## config.mk

```make
export PLATFORM = sky130hd
export DESIGN_NAME = mon_entry_ctrl
export DESIGN_NICKNAME = d
export VERILOG_FILES = /design/src/rtl/mon_entry_pkg.sv /design/src/rtl/mon_hv_sync.sv /design/src/rtl/mon_xrst_pulse.sv /design/src/rtl/mon_vec_remap.sv /design/src/rtl/mon_entry_ctrl.sv
export SDC_FILE = /design/constraint.sdc
export NUM_CORES = 1
export LEC_CHECK = 0
export BUFFER_PORTS_ARGS = -buffer_cell sky130_fd_sc_hd__buf_4
export CORE_ASPECT_RATIO = 0.9
export CORE_MARGIN = 2
export CORE_UTILIZATION = 40
export CTS_BUF_LIST = sky130_fd_sc_hd__clkbuf_8
export DETAILED_ROUTE_END_ITERATION = 10
export GPL_TIMING_DRIVEN = 1
export PLACE_DENSITY = 0.92
export SYNTH_ARGS = -nofsm -noshare
export SYNTH_HDL_FRONTEND = slang
export SYNTH_HIERARCHICAL = 1
export SYNTH_SLANG_ARGS = --single-unit
```

## constraint.sdc

```tcl
create_clock -name clk -period 2.35 [get_ports clk]
set_input_delay 0.3525 -clock clk [delete_from_list [all_inputs] [get_ports clk]]
set_output_delay 0.3525 -clock clk [all_outputs]
set_load 0.02 [all_outputs]
```

## src/rtl/mon_entry_pkg.sv

```systemverilog
package mon_entry_pkg;

    typedef enum logic [2:0] {
        ST_RESET      = 3'd0,
        ST_USER       = 3'd1,
        ST_MON_HV     = 3'd2,
        ST_MON_CFG    = 3'd3,
        ST_MON_FORCED = 3'd4
    } mon_state_e;

    typedef struct packed {
        logic rst_alt;
        logic osc_alt;
    } pin_cfg_t;

endpackage

```

## src/rtl/mon_hv_sync.sv

```systemverilog
module mon_hv_sync #(
    parameter int STAGES = 2
) (
    input  logic clk,
    input  logic por_n,
    input  logic async_in,
    output logic sync_out
);
    logic [STAGES-1:0] shift_q;

    generate
        if (STAGES == 1) begin : g_single
            always_ff @(posedge clk or negedge por_n) begin
                if (!por_n) shift_q <= '0;
                else        shift_q <= async_in;
            end
        end else begin : g_chain
            always_ff @(posedge clk or negedge por_n) begin
                if (!por_n) shift_q <= '0;
                else        shift_q <= {shift_q[STAGES-2:0], async_in};
            end
        end
    endgenerate

    assign sync_out = shift_q[STAGES-1];
endmodule

```

## src/rtl/mon_xrst_pulse.sv

```systemverilog
module mon_xrst_pulse #(
    parameter int CYCLES = 4
) (
    input  logic clk,
    input  logic por_n,
    input  logic start,
    output logic pulse
);
    localparam int CW = $clog2(CYCLES + 1);

    logic [CW-1:0] cnt_q;
    logic          done_q;

    always_ff @(posedge clk or negedge por_n) begin
        if (!por_n) begin
            cnt_q  <= '0;
            done_q <= 1'b0;
        end else if (start && !done_q) begin
            cnt_q  <= CW'(CYCLES);
            done_q <= 1'b1;
        end else if (cnt_q != '0) begin
            cnt_q  <= cnt_q - CW'(1);
        end
    end

    assign pulse = (cnt_q != '0);
endmodule

```

## src/rtl/mon_vec_remap.sv

```systemverilog
module mon_vec_remap #(
    parameter int               AW       = 16,
    parameter int               LOW_W    = 8,
    parameter int               WIN_LSB  = 2,
    parameter logic [AW-LOW_W-1:0] MON_HI = 8'hFE
) (
    input  logic          mon_active,
    input  logic [AW-1:0] addr_in,
    output logic [AW-1:0] addr_out
);
    logic in_window;

    assign in_window = &addr_in[AW-1:WIN_LSB];

    always_comb begin
        if (mon_active && in_window) addr_out = {MON_HI, addr_in[LOW_W-1:0]};
        else                         addr_out = addr_in;
    end
endmodule

```

## src/rtl/mon_entry_ctrl.sv

```systemverilog
module mon_entry_ctrl #(
    parameter int AW          = 16,
    parameter int SYNC_STAGES = 2,
    parameter int XRST_CYCLES = 4
) (
    input  logic          clk,
    input  logic          por_n,
    input  logic          rst_n,
    input  logic          hv_detect,
    input  logic          irq_level,
    input  logic [AW-1:0] rst_vector,
    input  logic          cfg_rst_alt,
    input  logic          cfg_osc_alt,
    input  logic [AW-1:0] fetch_addr_in,
    output logic          mon_mode,
    output logic          wdog_disable,
    output logic          pin_rst_alt,
    output logic          pin_osc_alt,
    output logic          pin_ser_en,
    output logic          irq_port_en,
    output logic          extra_rst,
    output logic [AW-1:0] fetch_addr_out
);
    import mon_entry_pkg::*;

    localparam logic [AW-1:0] BLANK_VEC = '1;

    mon_state_e state_q, state_d;
    pin_cfg_t   cfg_cap_q;
    logic       forced_osc_q;
    logic       hv_s;
    logic       rst_all_n;
    logic       vec_blank;
    logic       xrst_start;

    assign rst_all_n = rst_n & por_n;
    assign vec_blank = (rst_vector == BLANK_VEC);

    mon_hv_sync #(.STAGES(SYNC_STAGES)) u_sync (
        .clk      (clk),
        .por_n    (por_n),
        .async_in (hv_detect),
        .sync_out (hv_s)
    );

    // next-state logic
    always_comb begin
        state_d = state_q;
        unique case (state_q)
            ST_RESET: begin
                if (hv_s)           state_d = ST_MON_HV;
                else if (vec_blank) state_d = ST_MON_FORCED;
                else                state_d = ST_USER;
            end
            ST_MON_HV:     if (!hv_s) state_d = ST_MON_CFG;
            ST_USER:       state_d = ST_USER;
            ST_MON_CFG:    state_d = ST_MON_CFG;
            ST_MON_FORCED: state_d = ST_MON_FORCED;
            default:       state_d = ST_RESET;
        endcase
    end

    // state register
    always_ff @(posedge clk or negedge rst_all_n) begin
        if (!rst_all_n) state_q <= ST_RESET;
        else            state_q <= state_d;
    end

    // captures taken on transitions
    always_ff @(posedge clk or negedge rst_all_n) begin
        if (!rst_all_n) begin
            cfg_cap_q    <= '0;
            forced_osc_q <= 1'b0;
        end else begin
            if (state_q == ST_MON_HV && !hv_s) begin
                cfg_cap_q.rst_alt <= cfg_rst_alt;
                cfg_cap_q.osc_alt <= cfg_osc_alt;
            end
            if (state_q == ST_RESET) forced_osc_q <= irq_level;
        end
    end

    assign xrst_start = (state_q == ST_RESET) && rst_all_n && vec_blank;

    mon_xrst_pulse #(.CYCLES(XRST_CYCLES)) u_xrst (
        .clk   (clk),
        .por_n (por_n),
        .start (xrst_start),
        .pulse (extra_rst)
    );

    // outputs per state
    always_comb begin
        mon_mode     = 1'b0;
        wdog_disable = 1'b0;
        pin_rst_alt  = 1'b0;
        pin_osc_alt  = 1'b0;
        pin_ser_en   = 1'b0;
        irq_port_en  = 1'b0;
        unique case (state_q)
            ST_RESET: ;
            ST_USER: begin
                pin_rst_alt = cfg_rst_alt;
                pin_osc_alt = cfg_osc_alt;
                irq_port_en = 1'b1;
            end
            ST_MON_HV: begin
                mon_mode     = 1'b1;
                wdog_disable = 1'b1;
                pin_rst_alt  = 1'b1;
                pin_osc_alt  = 1'b1;
                pin_ser_en   = 1'b1;
            end
            ST_MON_CFG: begin
                mon_mode    = 1'b1;
                pin_rst_alt = cfg_cap_q.rst_alt;
                pin_osc_alt = cfg_cap_q.osc_alt;
                pin_ser_en  = 1'b1;
            end
            ST_MON_FORCED: begin
                mon_mode     = 1'b1;
                wdog_disable = 1'b1;
                pin_osc_alt  = forced_osc_q;
                pin_ser_en   = 1'b1;
            end
            default: ;
        endcase
    end

    mon_vec_remap #(.AW(AW)) u_remap (
        .mon_active (mon_mode),
        .addr_in    (fetch_addr_in),
        .addr_out   (fetch_addr_out)
    );
endmodule

```

==> results.txt <==
Die Wd -> 50.35 µm
Placed cell areas -> 1117 µm²
Final Critical Period -> 2.056 ns
RePlAce Congestion -> 0.7758
Fin Setup TNS -> 0 ns
Antenna cells -> 0
Worst-Margin Slew -> 0.3449 ns
Crit Path Class -> reg -> out
CP Launch Type -> register
Top cells by area, synth -> dfrtp_1 (39%), buf_4 (8.7%), nand4_1 (5.7%)
IO buf count -> 57
RSZ-0062 raised after global routing -> no
VDD IR max -> 478.1 µV
Drt via density -> 5.145
Share of post-route cells with drive strength above 1 -> 55.12%
H-tree levels -> 1
Detail Placement HPWL -> 1.611 mm
Nets -> 170
P per Cell Area -> 585.8 nW/µm²
CTS buffer count -> 3
Cell Chain, Critical Path -> nor2_1 -> nand2_1 -> nand2_1 -> nand4_1 -> o41a_1 -> buf_4
Final Hold Viols -> 0
Reg clk slew, reported paths -> 0.05 ns
Most frequent CP cell -> nand2_1
Max-slew headroom -> 76.83%
TritonCTS clock tree -> built
Slew Viols, Final -> 0
Row count -> 15
Initial antenna violation count -> 0
Drt drc -> 0
Register area -> 300.3 µm²
Routed wire length -> 1.895 mm
Area of the multi-input gates -> 339.1 µm²
Synth Warn # -> 6
Num Clock Sinks -> 12
Outcome -> finished clean
Net Count, Synth -> 126
Antenna Nets Post-Route -> 0
Setup Skew -> 0.003348 ns
Endpoint class of the critical path -> primary output
Worst-skew pair later-pin latency -> 0.23 ns
F_max -> 486.4 MHz
Number of max-cap violations -> 0
I/O pins -> 62
Synth cell types -> 28
Period utilization -> 87.49%
Final setup viols -> 0
Reg2reg setup slack -> 0.57 ns
Hold Path Class -> in -> async
Vert. Die Dim -> 45.71 µm
Global-route wire length before repair -> 3.187 mm
Slowest stage delay, CP -> 0.48 ns
Via count -> 782
Mean post-synth cell area -> 9.097 µm²
Top cell type's share of synthesized area -> 38.83%
Worst-path cell with the longest stage delay -> dfrtp_1
Initial Utilization -> 41.20%
Post-synth top area cell -> dfrtp_1
Sequential fraction of the synthesis area -> 38.83%
Root Driver -> clkbuf_8
Mapped Cells -> 85
Fill cells -> 146
Global route total overflow -> 0
Peak fanout along the critical path -> 11
Largest net degree at the start of global routing -> 12
Finished layout cell area -> 1169 µm²
P_leak -> 0.5837 nW
Total Die Area -> 2301 µm²
CP Data Required Time -> 2.00 ns
Reg2Reg Depth -> 5
Core area -> 1877 µm²
WL/cell -> 12.47 µm
DR iter-0 viols -> 3
Synthesized area -> 773.2 µm²
Number of global-route vias before repair -> 806
Crit path DAT -> 1.70 ns
Gr usage total -> 18.61%
Layout area overhead -> 51.13%
Pre-antenna DRT Iters -> 4
Clock Tree Buf Depth -> 2
FF+latch count, synth -> 12
## stage by stage
step                hold slack, ns  worst slack [ns]  total power, mW  std cells  util [%]
floorplan                  0.05691            0.5721           0.4198         85         -
global placement            0.1642            0.5545           0.4987        148     59.53
detailed placement          0.1656            0.5454           0.5068        148     59.53
CTS                         0.1092            0.2889           0.6921        152     62.27
global route                0.1266            0.1671           0.7270        152     62.27
finish                     0.09856            0.2939           0.6846        152     62.27
## placed cells by master (no fill, tap or decap), types with 2 or more instances in the layout
cell type and instances:
or2_2 2, inv_1 5, nand2b_1 2, o31ai_1 2, nand2_1 5, buf_4 57
nor2_1 5, a21oi_1 6, clkbuf_8 3, ha_1 2, nand4_1 7, dfrtp_1 12
nor3_1 3, mux2_2 3
## flip-flops by register name (all words and copies together), names as in the netlist
register	flops
state_q	3
u_xrst/cnt_q	3
cfg_cap_q	2
u_sync/shift_q	2
forced_osc_q	1
u_xrst/done_q	1
## metal layers
| metal | vias to the layer above | global-route usage, % | share of wire, % |
|---|---|---|---|
| met5 | - | 0 | 0 |
| met4 | 0 | 9.730 | 1.6 |
| met3 | 4 | 6.250 | 13 |
| met2 | 45 | 38.16 | 54 |
| met1 | 367 | 16.01 | 32 |
| li1 | 366 | - | - |
## report_power, final
part           switching (mW)  internal [mW]
clock network          0.0691          0.112
registers              0.0185          0.237
logic                   0.115          0.132
## repair_timing
item | in CTS | in global routing
hold buffers | 1 | 0
setup buffers | 0 | 0
endpoints found under the hold margin | 6 | 0
gates resized for setup | 0 | 0
## final cells by class
| type | count | area share (%) |
|---|---|---|
| well taps | 25 | 2.677 |
| clock buffers | 3 | 3.533 |
| inverters | 5 | 1.606 |
| flip-flops and latches | 12 | 25.70 |
| repair buffers | 58 | 37.47 |
| multi-input cells | 49 | 29.01 |
## cell families (layout without fill, tap and decap cells)
logic type | Yosys count | in the layout | share of synthesized area (%)
AND/OR/NAND/NOR | 30 | 30 | 22.98
XOR/XNOR | 1 | 1 | 1.133
multiplexers | 3 | 3 | 4.369
buffers and inverters | 24 | 66 | 17.31
adder cells (fa/ha/maj) | 2 | 2 | 3.236
flip-flops | 12 | 12 | 38.84
AO/OA/AOI/OAI | 13 | 13 | 12.13
## critical path: cells and delay by family, from the launching register on
kind	cells	cell delay, ns
buffers and inverters	1	0.16
AOI/OAI and AO/OA	1	0.31
and+or+nand+nor	4	0.53
DFF	1	0.48
## synthesized netlist by cell type
master / n
clkbuf_1: 7
nand3b_1: 1
buf_2: 2
o21a_1: 1
inv_1: 5
mux2_2: 3
buf_4: 9
o21ai_0: 1
nand2_1: 5
or4_4: 1
a21oi_1: 6
nor3_1: 3
nor2_1: 5
xnor2_1: 1
nand4_1: 7
nor4_2: 1
nand2b_1: 2
buf_6: 1
o31ai_2: 1
o41a_1: 1
a211oi_2: 1
o31ai_1: 2
nor2b_1: 1
ha_1: 2
dfrtp_1: 12
or2_2: 2
nand2b_4: 1
nand3_1: 1
## worst paths after layout
path                                             startpoint                          end
max in group asynchronous                             por_n     cfg_cap_q[0]$_DFFE_PN0P_
min in group clk                                  hv_detect  u_sync/shift_q[0]$_DFF_PN0_
worst max-delay path                 state_q[1]$_DFFE_PN0P_            fetch_addr_out[8]
worst max register to register       state_q[1]$_DFFE_PN0P_  u_xrst/cnt_q[2]$_DFFE_PN0P_
worst min-delay path                                  rst_n       state_q[2]$_DFFE_PN0P_
worst min register to register  u_sync/shift_q[0]$_DFF_PN0_  u_sync/shift_q[1]$_DFF_PN0_
(Power assumes the default switching activity.)
